<file path="src/rtl/flash_cmd_pkg.sv">
package flash_cmd_pkg;

    localparam logic [7:0] CODE_UNLK1    = 8'hAA;
    localparam logic [7:0] CODE_UNLK2    = 8'h55;
    localparam logic [7:0] CODE_PROG     = 8'hA0;
    localparam logic [7:0] CODE_ERASE    = 8'h80;
    localparam logic [7:0] CODE_ASEL     = 8'h90;
    localparam logic [7:0] CODE_RESET    = 8'hF0;
    localparam logic [7:0] CODE_BLK_CONF = 8'h30;
    localparam logic [7:0] CODE_CHIP     = 8'h10;
    localparam logic [7:0] CODE_SUSPEND  = 8'hB0;
    localparam logic [7:0] CODE_RESUME   = 8'h30;

    localparam int NUM_STRB = 7;

    typedef enum logic [2:0] {
        ST_IDLE,
        ST_UNLK1,
        ST_UNLK2,
        ST_PROG_ARG,
        ST_ERS_UNLK1,
        ST_ERS_UNLK2,
        ST_ERS_CONF
    } seq_state_t;

    // Value n (1..7) maps to strobe bit n-1.
    typedef enum logic [2:0] {
        OP_NONE,
        OP_READ_ARRAY,
        OP_AUTOSEL,
        OP_PROGRAM,
        OP_BLK_ERASE,
        OP_CHIP_ERASE,
        OP_SUSPEND,
        OP_RESUME
    } op_t;

    typedef struct packed {
        logic unlk1;
        logic unlk2;
        logic at_cmd;
        logic prog;
        logic erase;
        logic asel;
        logic reset;
        logic blk;
        logic chip;
        logic susp;
        logic resume;
    } hit_t;

endpackage

</file>
<file path="src/rtl/flash_cmd_match.sv">
module flash_cmd_match
    import flash_cmd_pkg::*;
#(
    parameter int UNLK_W = 11
) (
    input  logic [UNLK_W-1:0] addr,
    input  logic [7:0]        data,
    output hit_t              hit
);

    localparam logic [UNLK_W-1:0] ADDR_A = UNLK_W'(12'h555);
    localparam logic [UNLK_W-1:0] ADDR_B = UNLK_W'(12'h2AA);

    logic at_a;
    logic at_b;

    always_comb begin
        at_a       = (addr == ADDR_A);
        at_b       = (addr == ADDR_B);
        hit.unlk1  = at_a && (data == CODE_UNLK1);
        hit.unlk2  = at_b && (data == CODE_UNLK2);
        hit.at_cmd = at_a;
        hit.prog   = (data == CODE_PROG);
        hit.erase  = (data == CODE_ERASE);
        hit.asel   = (data == CODE_ASEL);
        hit.reset  = (data == CODE_RESET);
        hit.blk    = (data == CODE_BLK_CONF);
        hit.chip   = (data == CODE_CHIP);
        hit.susp   = (data == CODE_SUSPEND);
        hit.resume = (data == CODE_RESUME);
    end

endmodule

</file>
<file path="src/rtl/flash_cmd_fsm.sv">
module flash_cmd_fsm
    import flash_cmd_pkg::*;
(
    input  logic clk,
    input  logic rst_n,
    input  logic lockout,
    input  logic wr_en,
    input  logic ctl_busy,
    input  hit_t hit,
    input  logic ers_active,
    input  logic suspended,
    output op_t  op_d,
    output logic abort
);

    seq_state_t st_q;
    seq_state_t st_d;

    // State register.
    always_ff @(posedge clk or negedge rst_n) begin
        if (!rst_n) st_q <= ST_IDLE;
        else        st_q <= st_d;
    end

    // Next state, requested operation and abort.
    always_comb begin
        st_d  = st_q;
        op_d  = OP_NONE;
        abort = 1'b0;
        if (lockout) begin
            st_d = ST_IDLE;
        end else if (wr_en && ctl_busy) begin
            if (hit.susp && ers_active && !suspended) op_d = OP_SUSPEND;
        end else if (wr_en) begin
            unique case (st_q)
                ST_IDLE: begin
                    if (hit.unlk1)                   st_d = ST_UNLK1;
                    else if (hit.resume && suspended) op_d = OP_RESUME;
                    else                              abort = 1'b1;
                end
                ST_UNLK1: begin
                    if (hit.unlk2) st_d = ST_UNLK2;
                    else begin
                        st_d  = ST_IDLE;
                        abort = 1'b1;
                    end
                end
                ST_UNLK2: begin
                    st_d = ST_IDLE;
                    if (!hit.at_cmd)                  abort = 1'b1;
                    else if (hit.prog)                st_d = ST_PROG_ARG;
                    else if (hit.erase && !suspended) st_d = ST_ERS_UNLK1;
                    else if (hit.asel)                op_d = OP_AUTOSEL;
                    else if (hit.reset)               op_d = OP_READ_ARRAY;
                    else                              abort = 1'b1;
                end
                ST_PROG_ARG: begin
                    st_d = ST_IDLE;
                    op_d = OP_PROGRAM;
                end
                ST_ERS_UNLK1: begin
                    if (hit.unlk1) st_d = ST_ERS_UNLK2;
                    else begin
                        st_d  = ST_IDLE;
                        abort = 1'b1;
                    end
                end
                ST_ERS_UNLK2: begin
                    if (hit.unlk2) st_d = ST_ERS_CONF;
                    else begin
                        st_d  = ST_IDLE;
                        abort = 1'b1;
                    end
                end
                ST_ERS_CONF: begin
                    st_d = ST_IDLE;
                    if (hit.blk)                     op_d = OP_BLK_ERASE;
                    else if (hit.chip && hit.at_cmd) op_d = OP_CHIP_ERASE;
                    else                             abort = 1'b1;
                end
                default: begin
                    st_d  = ST_IDLE;
                    abort = 1'b1;
                end
            endcase
        end
    end

endmodule

</file>
<file path="src/rtl/flash_cmd_track.sv">
module flash_cmd_track
    import flash_cmd_pkg::*;
(
    input  logic clk,
    input  logic rst_n,
    input  logic lockout,
    input  op_t  op_d,
    input  logic abort,
    input  logic ctl_done,
    output logic ers_active,
    output logic suspended,
    output logic read_sig
);

    always_ff @(posedge clk or negedge rst_n) begin
        if (!rst_n) begin
            ers_active <= 1'b0;
            suspended  <= 1'b0;
        end else if (lockout) begin
            ers_active <= 1'b0;
            suspended  <= 1'b0;
        end else begin
            if (op_d == OP_BLK_ERASE || op_d == OP_CHIP_ERASE)
                ers_active <= 1'b1;
            else if (ctl_done && !suspended)
                ers_active <= 1'b0;
            if (op_d == OP_SUSPEND)     suspended <= 1'b1;
            else if (op_d == OP_RESUME) suspended <= 1'b0;
        end
    end

    always_ff @(posedge clk or negedge rst_n) begin
        if (!rst_n)                 read_sig <= 1'b0;
        else if (lockout || abort)  read_sig <= 1'b0;
        else begin
            unique case (op_d)
                OP_AUTOSEL:    read_sig <= 1'b1;
                OP_READ_ARRAY,
                OP_PROGRAM,
                OP_BLK_ERASE,
                OP_CHIP_ERASE: read_sig <= 1'b0;
                default:       read_sig <= read_sig;
            endcase
        end
    end

endmodule

</file>
<file path="src/rtl/flash_cmd_issue.sv">
module flash_cmd_issue
    import flash_cmd_pkg::*;
#(
    parameter int ADDR_W = 16,
    parameter int DATA_W = 16
) (
    input  logic                clk,
    input  logic                rst_n,
    input  op_t                 op_d,
    input  logic [ADDR_W-1:0]   wr_addr,
    input  logic [DATA_W-1:0]   wr_data,
    output logic [NUM_STRB-1:0] strb,
    output logic [ADDR_W-1:0]   req_addr,
    output logic [DATA_W-1:0]   req_data
);

    logic [NUM_STRB-1:0] strb_d;
    logic                latch_addr;

    for (genvar i = 0; i < NUM_STRB; i++) begin : g_strb
        assign strb_d[i] = (op_d == op_t'(3'(i + 1)));
    end

    assign latch_addr = strb_d[2] || strb_d[3] || strb_d[4];

    always_ff @(posedge clk or negedge rst_n) begin
        if (!rst_n) begin
            strb     <= '0;
            req_addr <= '0;
            req_data <= '0;
        end else begin
            strb <= strb_d;
            if (latch_addr) req_addr <= wr_addr;
            if (strb_d[2])  req_data <= wr_data;
        end
    end

endmodule

</file>
<file path="src/rtl/flash_cmd_decoder.sv">
module flash_cmd_decoder
    import flash_cmd_pkg::*;
#(
    parameter int ADDR_W = 16,
    parameter int DATA_W = 16,
    parameter int UNLK_W = 11
) (
    input  logic              clk,
    input  logic              rst_n,
    input  logic              lockout,
    input  logic              wr_en,
    input  logic [ADDR_W-1:0] wr_addr,
    input  logic [DATA_W-1:0] wr_data,
    input  logic              ctl_busy,
    input  logic              ctl_done,
    output logic              req_read_array,
    output logic              req_autoselect,
    output logic              req_program,
    output logic              req_block_erase,
    output logic              req_chip_erase,
    output logic              req_suspend,
    output logic              req_resume,
    output logic [ADDR_W-1:0] req_addr,
    output logic [DATA_W-1:0] req_data,
    output logic              read_sig
);

    hit_t                hit;
    op_t                 op_d;
    logic                abort;
    logic                ers_active;
    logic                suspended;
    logic [NUM_STRB-1:0] strb;

    flash_cmd_match #(.UNLK_W(UNLK_W)) u_match (
        .addr (wr_addr[UNLK_W-1:0]),
        .data (wr_data[7:0]),
        .hit  (hit)
    );

    flash_cmd_fsm u_fsm (
        .clk        (clk),
        .rst_n      (rst_n),
        .lockout    (lockout),
        .wr_en      (wr_en),
        .ctl_busy   (ctl_busy),
        .hit        (hit),
        .ers_active (ers_active),
        .suspended  (suspended),
        .op_d       (op_d),
        .abort      (abort)
    );

    flash_cmd_track u_track (
        .clk        (clk),
        .rst_n      (rst_n),
        .lockout    (lockout),
        .op_d       (op_d),
        .abort      (abort),
        .ctl_done   (ctl_done),
        .ers_active (ers_active),
        .suspended  (suspended),
        .read_sig   (read_sig)
    );

    flash_cmd_issue #(.ADDR_W(ADDR_W), .DATA_W(DATA_W)) u_issue (
        .clk      (clk),
        .rst_n    (rst_n),
        .op_d     (op_d),
        .wr_addr  (wr_addr),
        .wr_data  (wr_data),
        .strb     (strb),
        .req_addr (req_addr),
        .req_data (req_data)
    );

    assign req_read_array  = strb[0];
    assign req_autoselect  = strb[1];
    assign req_program     = strb[2];
    assign req_block_erase = strb[3];
    assign req_chip_erase  = strb[4];
    assign req_suspend     = strb[5];
    assign req_resume      = strb[6];

endmodule

</file>
<file path="config.mk">
export PLATFORM = sky130hd
export DESIGN_NAME = flash_cmd_decoder
export DESIGN_NICKNAME = d
export VERILOG_FILES = /design/src/rtl/flash_cmd_pkg.sv /design/src/rtl/flash_cmd_match.sv /design/src/rtl/flash_cmd_fsm.sv /design/src/rtl/flash_cmd_track.sv /design/src/rtl/flash_cmd_issue.sv /design/src/rtl/flash_cmd_decoder.sv
export SDC_FILE = /design/constraint.sdc
export NUM_CORES = 1
export LEC_CHECK = 0
export ABC_AREA = 1
export BUFFER_PORTS_ARGS = -buffer_cell sky130_fd_sc_hd__buf_2
export CAP_MARGIN = 20
export CORE_ASPECT_RATIO = 0.7
export CORE_MARGIN = 10
export CORE_UTILIZATION = 35
export CTS_CLUSTER_SIZE = 16
export DETAILED_ROUTE_END_ITERATION = 7
export PLACE_DENSITY = 0.57
export SYNTH_ARGS = -nofsm -noshare
export SYNTH_HDL_FRONTEND = slang
export SYNTH_SLANG_ARGS = --single-unit
export TNS_END_PERCENT = 1
</file>
<file path="constraint.sdc">
create_clock -name clk -period 4.8 [get_ports clk]
set_clock_uncertainty 0.2 [all_clocks]
set_input_delay 0.96 -clock clk [delete_from_list [all_inputs] [get_ports clk]]
set_output_delay 0.96 -clock clk [all_outputs]
set_load 0.02 [all_outputs]
</file>
# == Word level (Yosys, flattened, before mapping) ==
# Index checks and enable logic that the tools add are counted.
# word_totals
ff_bits,45
inputBits,38
out_inout_bits,40
wordCells,103
# classes
n_eq_ne,26
muxes,48
n_reduce_logical,22
# op_table
op,n
$mux W3,21
$eq A8 B8 Y1 const B,6
$mux W1,22
$eq A3 B3 Y1 const B,7
$pmux W3 S5,1
$eq A3 B2 Y1 const B,4
$pmux W3 S4,1
$eq A11 B10 Y1 const B,1
$eq A11 B11 Y1 const B,1
$logic_and A1 B1 Y1,9
$reduce_bool A3 Y1,3
$eq A8 B5 Y1 const B,1
$eq A8 B6 Y1 const B,1
$eq A8 B7 Y1 const B,1
$eq A3 B1 Y1 const B,2
$pmux W1 S6,1
$logic_or A1 B1 Y1,4
$reduce_or A4 Y1,1
$logic_not A3 Y1,1
$ne A3 B3 Y1 const B,1
$reduce_and A3 Y1,1
$mux W2,1
$ne A2 B2 Y1 const B,1
$pmux W1 S2,1
other kinds (3),3

# == Longest topological paths before layout ==
# Gate-level depths: netlist of the first run.
# logic_depth
depth_word,14
depth_mapped,17
ltp_nobuf,15

# == Modules after synthesis ==
# A second synthesis of the first run with hierarchy kept.
# unflattened
cells_unflattened,332
hier_area_um2,2454.9
# modules_own_cells
module,instances,cells_per_inst,area_per_inst_um2,seq_area_each_um2
flash_cmd_issue,1,156,1510.2,975.9
flash_cmd_fsm,1,90,514.2,75.1
flash_cmd_match,1,67,284.0,0.0
flash_cmd_track,1,19,146.4,75.1

# == Least setup slack after synthesis of the first run ==
# No wires, ideal clock.
# synth_timing
path_kind,input-to-reg
start,input wr_data[0]
end,register u_issue.req_data[10]
setup_time_ns,0.116
t_arrival_ns,2.241
required_ns,4.484
slack_ns,2.243
path_stages,14
path_buffers,2
cell_sequence,nor2_2 -> nand2_2 -> nor2_2 -> nand3_1 -> nand2_1 -> inv_2 -> nand3_2 -> nand2_2 -> nor2_2 -> nand2_2 -> buf_6 -> buf_4 -> nand2_1 -> nand2_1
# synth_between
elab_chain_cells,11
elab_cells_between_ends,29
cone_classes,eq/ne: 9; mux: 14; reduce/logical: 6
# synth_lines
element,line_no,rtl
from (decl),flash_cmd_decoder.sv:13,"input logic [DATA_W-1:0] wr_data,"
$eq A8 B8 Y1,flash_cmd_match.sv:26,hit.reset = (data == CODE_RESET);
$mux W1,flash_cmd_fsm.sv:54,else if (hit.reset) op_d = OP_READ_ARRAY;
$mux W3,flash_cmd_fsm.sv:53,else if (hit.asel) op_d = OP_AUTOSEL;
$mux W3,flash_cmd_fsm.sv:52,else if (hit.erase && !suspended) st_d = ST_ERS_UNLK1;
$mux W3,flash_cmd_fsm.sv:51,else if (hit.prog) st_d = ST_PROG_ARG;
$mux W3,flash_cmd_fsm.sv:50,if (!hit.at_cmd) abort = 1'b1;
$pmux W3 S4,flash_cmd_fsm.sv:35,unique case (st_q)
$mux W3,flash_cmd_fsm.sv:34,end else if (wr_en) begin
$mux W3 (*),flash_cmd_fsm.sv:32,end else if (wr_en && ctl_busy) begin
$mux W3 (*),flash_cmd_fsm.sv:30,if (lockout) begin
$eq A3 B2 Y1 (*),flash_cmd_issue.sv:21,assign strb_d[i] = (op_d == op_t'(3'(i + 1)));
to (signal assigned),flash_cmd_issue.sv:34,if (strb_d[2]) req_data <= wr_data;
to (decl),flash_cmd_issue.sv:14,output logic [DATA_W-1:0] req_data
# Mark *: on every way between the ends. The rest lies on a longest branch, timed or not.
# A chain may end at the register's enable or synchronous reset.

# == Worst setup path in the final report of the first run ==
# layout_timing
start,input wr_data[0]
end,register u_issue.req_addr[14]
# layout_between
elab_chain_cells,13
elab_cells_between_ends,33
cone_classes,eq/ne: 11; mux: 14; reduce/logical: 8
# layout_lines
element,line_no,rtl
$eq A8 B8 Y1,flash_cmd_match.sv:26,
$mux W1,flash_cmd_fsm.sv:54,
$mux W3,flash_cmd_fsm.sv:53,
$mux W3,flash_cmd_fsm.sv:52,
$mux W3,flash_cmd_fsm.sv:51,
$mux W3,flash_cmd_fsm.sv:50,
$pmux W3 S4,flash_cmd_fsm.sv:35,
$mux W3,flash_cmd_fsm.sv:34,
$mux W3 (*),flash_cmd_fsm.sv:32,
$mux W3 (*),flash_cmd_fsm.sv:30,
$eq A3 B2 Y1 or $eq A3 B3 Y1 (tied branches),flash_cmd_issue.sv:21,
$logic_or A1 B1 Y1,flash_cmd_issue.sv:24,assign latch_addr = strb_d[2] || strb_d[3] || strb_d[4];
$logic_or A1 B1 Y1 (*),flash_cmd_issue.sv:24,
to (signal assigned),flash_cmd_issue.sv:33,if (latch_addr) req_addr <= wr_addr;
to (decl),flash_cmd_issue.sv:13,"output logic [ADDR_W-1:0] req_addr,"
# Marks and branches as above.

==> qor.yml, run 1 <==
worst_setup_path:
  setup.worst_path.end_class: "flip-flop"
  timing.rr.start: "u_fsm.st_q[0]$_DFFE_PN0P_"
  cp.arrival_ps: 2830
  path_class: "primary input to flip-flop"
  crit_path_end: "u_issue.req_addr[14]$_DFFE_PN0P_"
  r2r_slack_ps: 2410
  r2r_end: "u_issue.req_addr[14]$_DFFE_PN0P_"
  critical_path.startpoint: "wr_data[0]"
  required_ps: 4800
  path_max_fanout: 19
  critPathLaunchType: "primary input"
  reg2reg_depth: 13
timing:
  setup_violations: 0
  hold_viol: 0
  setup_ws_ps: 1960
  whs_ps: 280
  slew_headroom_pct: 74.3
  tightest_slew_ps: 384
  grt_setup_unrepaired: "false"
  period_needed_ps: 2840
  fin_setup_tns_ps: 0
  slew_viol_final: 0
  period_share_pct: 59.1
  fmax_mhz: 352
power:
  powerDensity_nw_per_um2: 296
  vdd_drop_max_uv: 132
  power.leakage_nw: 1.78
synthesis:
  synthesis.nets: 371
  synthTopCellsByArea: "dfrtp_1 47%, nand2_1 20%, nand3_1 8.0%, nor2_1 6.1%, inv_1 5.5%"
  synth_top_family_by_area: "simple AND/OR/NAND/NOR gates"
  yosys.area_share.simple_pct: 39.4
  yosysWarnings: 0
  synth_top_cell_by_area: "dfrtp_1"
  postSynthCellCount: 333
  yosysUniqueCellTypes: 23
  syn_area_um2: 2380
  synth-xor-area-share_pct: 0
  syn_area_per_cell_um2: 7.16
  muxShareOfSynthArea_pct: 0
  ys_seq_area_share_pct: 47.2
  synth.top_cell.area_share_pct: 47.2
  synthAdderAreaFrac_pct: 0
  synth_compound_area_share_pct: 3.67
  ys_ff_latch: 45
cts:
  cts_root_buf: "clkbuf_8"
  cts_tree: "built"
  path_clk_slew_ps: 90
  clock_sinks: 45
  hold_buffers: 0
  ctsLongestPathBuffers: 2
  cts_resized: 0
  htree_levels: 2
  cts_setup_buffers: 0
  clkLatencyLatePin_ps: 300
  cts-buffers-inserted: 5
place:
  hpwl_um: 5110
  place_ws_ps: 1640
  port_buffers: 77
  finalWeightedCongestion: 0.815
  placedCellCount: 497
die:
  ioPinCount: 78
  die_x_um: 119
  rows: 25
  initial_core_util_pct: 35.6
  die_y_um: 89.1
  dieArea_um2: 10600
  core-area_um2: 6690
run_status:
  status: "finished clean"
routing:
  initialDrtViolationCount: 123
  routed_wl_um: 6630
  wl_per_cell_um: 13.1
  first_pass_iters: 4
  ant_nets: 0
  drc: 0
  vias: 2278
  via_per_inst: 4.50
global_route:
  grt_usage_pct: 13.0
  antenna_found_initial: 0
  grt_max_degree: 46
  grt_first_pass_wirelength_um: 11200
  overflow: 0
  first_global_vias: 2280
finish:
  areaGrowthSynthToFinish_pct: 24.3
  num-nets-final: 449
  layout-drive-gt1-share_pct: 25.7
  final_cells: 506
  insertedDiodeCount: 0
flow_run:
  drv_cap: 0
hold_path:
  hold_path_class: "flip-flop to flip-flop"
[layer usage]
metal	share of wire [%]	global-route usage, %	up-vias
met5	0	0	-
met3	10	5.80	5
met1	51	18.2	1017
met4	0.69	2.98	0
li1	-	-	1184
met2	38	17.5	72
[report_power, final]
group | switching [mW] | internal [mW] | leakage (nW) | total, mW
logic | 0.0982 | 0.0541 | 1.12 | 0.152
registers | 0.0174 | 0.408 | 0.605 | 0.425
clock network | 0.130 | 0.170 | 0.0585 | 0.300
total | 0.246 | 0.632 | 1.78 | 0.877
[cells by family after synthesis]
kind of cell / Yosys count
AO/OA/AOI/OAI: 16
buffers and inverters: 50
flip-flops: 45
AND/OR/NAND/NOR: 222
[worst max-delay path, cell delays in order]
cell and delay (ps):
buf_2 120, nor2_2 150, nand2_2 110, nor2_1 150, nand3_1 80, nand2_1 80, nand2_1 50, nand2_1 60
nand2_1 80, nand2_2 110, nand3_2 80, nand2_2 310, nand2_2 300, nand2_1 140, nand2_1 50
[final cells by class]
type | count | area, µm²
Timing Repair Buffer | 80 | 420
Tap cell | 94 | 118
Fill cell | 741 | 3730
Clock inverter | 1 | 30.0
Inverter | 41 | 156
Clock buffer | 7 | 86.3
Sequential cell | 45 | 1130
Multi-Input combinational cell | 238 | 1030
[cell usage after synthesis]
master	count
a21oi_1	4
a22o_1	1
buf_2	3
buf_4	2
buf_6	4
clkinv_1	1
dfrtp_1	45
inv_1	35
inv_2	4
inv_4	1
nand2_1	124
nand2_2	5
nand3_1	38
nand3_2	2
nand3b_1	2
nand4_1	2
nor2_1	39
nor2_2	6
nor3_1	3
o21ai_0	7
o21ai_1	3
o311ai_0	1
or2_2	1
[how the worst min path moves through the flow]
| stage | from | to | cells past startpoint | slack (ps) |
|---|---|---|---|---|
| detailed placement | u_issue.req_data[6]$_DFFE_PN0P_ | u_issue.req_data[6]$_DFFE_PN0P_ | 2 | 260 |
| global route | u_issue.req_data[1]$_DFFE_PN0P_ | u_issue.req_data[1]$_DFFE_PN0P_ | 2 | 310 |
| floorplan | u_track.ers_active$_DFFE_PN0P_ | u_track.ers_active$_DFFE_PN0P_ | 2 | 320 |
| global placement | u_issue.req_data[15]$_DFFE_PN0P_ | u_issue.req_data[15]$_DFFE_PN0P_ | 2 | 260 |
| CTS | u_issue.req_data[6]$_DFFE_PN0P_ | u_issue.req_data[6]$_DFFE_PN0P_ | 2 | 280 |
| finish | u_issue.req_data[12]$_DFFE_PN0P_ | u_issue.req_data[12]$_DFFE_PN0P_ | 2 | 280 |
[per-stage QoR]
step	power, mW	utilization (%)	instance area, µm²
6_report	0.877	44.3	2960
5_1_grt	0.924	44.3	2960
4_1_cts	0.890	44.0	2940
3_5_place_dp	0.586	42.2	2830
3_3_place_gp	0.584	42.2	2830
2_1_floorplan	0.512	-	2380
[cells in the final DEF (no fill, tap or decap)]
cell and n:
nor2_1 39, o311ai_0 1, inv_1 35, buf_2 77
nand3_1 38, inv_4 1, nor3_1 3, o21ai_0 7
nand4_1 2, nand3_2 2, clkbuf_8 6, bufinv_16 1
clkbuf_1 1, nand2_1 124, a22o_1 1, buf_12 1
o21ai_1 3, dfrtp_1 45, a21oi_1 4, nor2_2 6
nand3b_1 2, inv_2 4, clkinv_1 1, nand2_2 5
or2_2 1, buf_4 2
[flip-flops by register name (all words and copies together) (netlist names)]
name and count:
u_issue.req_addr 16, u_issue.req_data 16, u_issue.strb 7, u_fsm.st_q 3, u_track.ers_active 1, u_track.read_sig 1
u_track.suspended 1
No activity file was read; power rests on OpenSTA's default activity.
==> run 2: changes to the inputs <==
ABC_AREA = 0   (was 1)
PLACE_DENSITY = 0.59   (was 0.57)
clock period = 2.55 ns   (was 4.8 ns; I/O delays follow)
==> run 2 against run 1 <==
Effect of this change: the run now ends with negative setup slack left; total power grew 51%; core utilization grew 8.5 points; area after synthesis shrank 4.0%; combinational power is essentially flat.
==> qor.yml, run 2 <==
run_status:
  status: "finished with violations"
  violations: "negative setup slack"
finish:
  areaGrowthSynthToFinish_pct: 44.7
  insertedDiodeCount: 0
  top_regs: "u_issue.req_addr (16), u_issue.req_data (16), u_issue.strb (7)"
  final_common_cell: "buf_2"
  num-nets-final: 363
  utilization_pct: 52.8
  final_cell_mix: "77 x buf_2, 52 x buf_4, 45 x dfrtp_1"
  layout-drive-gt1-share_pct: 53.7
place:
  place_ws_ps: -535
  hpwl_um: 5360
  finalWeightedCongestion: 0.930
  port_buffers: 77
timing:
  slew_viol_final: 0
  setup_violations: 16
  fmax_mhz: 383
  hold_viol: 0
  period_needed_ps: 2610
  setup_ws_ps: -60.4
  slew_headroom_pct: 73.0
  grt_setup_unrepaired: "true"
  period_share_pct: 102
  tightest_slew_ps: 401
cts:
  clkLatencyLatePin_ps: 300
  htree_levels: 2
  ctsLongestPathBuffers: 2
  cts_tree: "built"
  cts-buffers-inserted: 5
  path_clk_slew_ps: 90
  cts_root_buf: "clkbuf_8"
  clock_sinks: 45
die:
  die_x_um: 117
  ioPinCount: 78
  rows: 24
  die_y_um: 87.7
  initial_core_util_pct: 36.5
  core-area_um2: 6280
  dieArea_um2: 10200
global_route:
  grt_usage_pct: 13.1
  grt_first_pass_wirelength_um: 10500
  antenna_found_initial: 0
  overflow: 0
  first_global_vias: 2037
  grt_max_degree: 24
synthesis:
  synthesis.nets: 233
  synth_top_cell_by_area: "dfrtp_1"
  ys_ff_latch: 45
  synth.most_common_cell: "dfrtp_1"
  postSynthCellCount: 195
  ys_seq_area_share_pct: 49.2
  yosysUniqueCellTypes: 48
  ys.flop_type: "dfrtp_1"
  synth_edf_count: 0
  synth.top_cell.area_share_pct: 49.2
  yosysWarnings: 0
  synthTopCellsByCount: "45 x dfrtp_1, 16 x nor2_1, 14 x mux2_1"
  async_flop_share_pct: 100
  syn_area_per_cell_um2: 11.7
  syn_area_um2: 2290
  synthTopCellsByArea: "dfrtp_1 49%, mux2_1 6.9%, mux2_4 6.6%, mux2_2 3.9%, nor2_1 2.6%"
worst_setup_path:
  cp_top_family: "simple AND/OR/NAND/NOR gates"
  crit_chain: "buf_2, buf_4, nor3b_1, and4_2, a31oi_1, a2bb2oi_1, or4_4, nor2b_4, buf_12, mux2_1"
  crit_path_max_incr_delay_ps: 430
  setup.worst_path.end_class: "flip-flop"
  critPathBufInv: 3
  path_class: "primary input to flip-flop"
  cp.arrival_ps: 2600
  path_max_fanout: 16
  critPathLaunchType: "primary input"
  required_ps: 2540
  critPathSlowestCell: "or4_4"
  r2r_slack_ps: -10
routing:
  first_pass_iters: 4
  routed_wl_um: 6740
  initialDrtViolationCount: 120
  via_per_inst: 5.01
  wl_per_cell_um: 16.7
  vias: 2024
  ant_nets: 0
  drc: 0
hold_path:
  hold_path_class: "primary input to flip-flop"
power:
  powerDensity_nw_per_um2: 399
  power_mw: 1.32
  power.leakage_nw: 1.83
  vdd_drop_max_uv: 217
flow_run:
  drv_cap: 0
[run 2: cell count changes after synthesis, moves of 10 or more]
cell     delta
nand2_1   -114
nand3_1    -34
inv_1      -31
nor2_1     -23
mux2_1     +14
mux2_4     +10
[run 2: logic make-up after synthesis]
logic type	count (synthesis)	share of synthesized area, %
and+or+nand+nor	76	21.2
DFF	45	49.2
muxes	32	17.4
AOI/OAI and AO/OA	29	8.74
buffers and inverters	13	3.50
[run 2: power by group]
| part | internal (mW) | switching, mW | leakage (nW) |
|---|---|---|---|
| clock | 0.195 | 0.264 | 0.0445 |
| combinational | 0.0721 | 0.0782 | 1.16 |
| sequential | 0.714 | 0.000510 | 0.629 |
| total | 0.981 | 0.343 | 1.83 |
[run 2: worst paths after layout]
| path | end | from | cells after the start |
|---|---|---|---|
| setup / recovery | u_issue.req_addr[2]$_DFFE_PN0P_ | wr_addr[1] | 10 |
| hold / removal | u_issue.req_addr[15]$_DFFE_PN0P_ | wr_addr[15] | 2 |
| setup reg to reg | u_issue.req_addr[2]$_DFFE_PN0P_ | u_fsm.st_q[2]$_DFFE_PN0P_ | 8 |
| hold reg to reg | u_issue.req_data[8]$_DFFE_PN0P_ | u_issue.req_data[8]$_DFFE_PN0P_ | 1 |
| max in group asynchronous | u_issue.req_addr[10]$_DFFE_PN0P_ | rst_n | 3 |
| min in group asynchronous | u_issue.strb[0]$_DFF_PN0_ | rst_n | 3 |
[run 2: metrics by stage]
| stage | cell area, µm² | instances | setup TNS, ps | hold slack [ps] |
|---|---|---|---|---|
| 2_1_floorplan | 2340 | 195 | -5270 | 14.4 |
| 3_3_place_gp | 3100 | 390 | -15330 | 262 |
| 3_5_place_dp | 3100 | 390 | -15140 | 273 |
| 4_1_cts | 3270 | 401 | -62.4 | 209 |
| 5_1_grt | 3310 | 404 | -2020 | 216 |
| 6_report | 3310 | 404 | -756 | 217 |
[run 2: routing by layer]
metal  up-vias  track usage (%)  part of all wire (%)
met5         -                0                     0
met4         0             3.69                   1.1
met3         9             4.85                   9.5
met2        70             18.0                    38
met1       965             18.6                    51
li1        980                -                     -
[run 2: final cells by class]
| cell class | count | area [µm²] |
|---|---|---|
| Clock buffer | 5 | 68.8 |
| Clock inverter | 3 | 21.3 |
| Fill cell | 583 | 2960 |
| Inverter | 4 | 15.0 |
| Multi-Input combinational cell | 137 | 1160 |
| Sequential cell | 45 | 1130 |
| Tap cell | 78 | 97.6 |
| Timing Repair Buffer | 132 | 826 |
[run 2: what timing repair did]
item | 4_1_cts | 5_1_grt
resized for setup | 8 | 4
setup buffers | 2 | 4
hold buffers | 1 | 0
hold endpoints to repair | 44 | 0
endpoints found under the setup margin | 32 | 33
pin swaps | 3 | 4
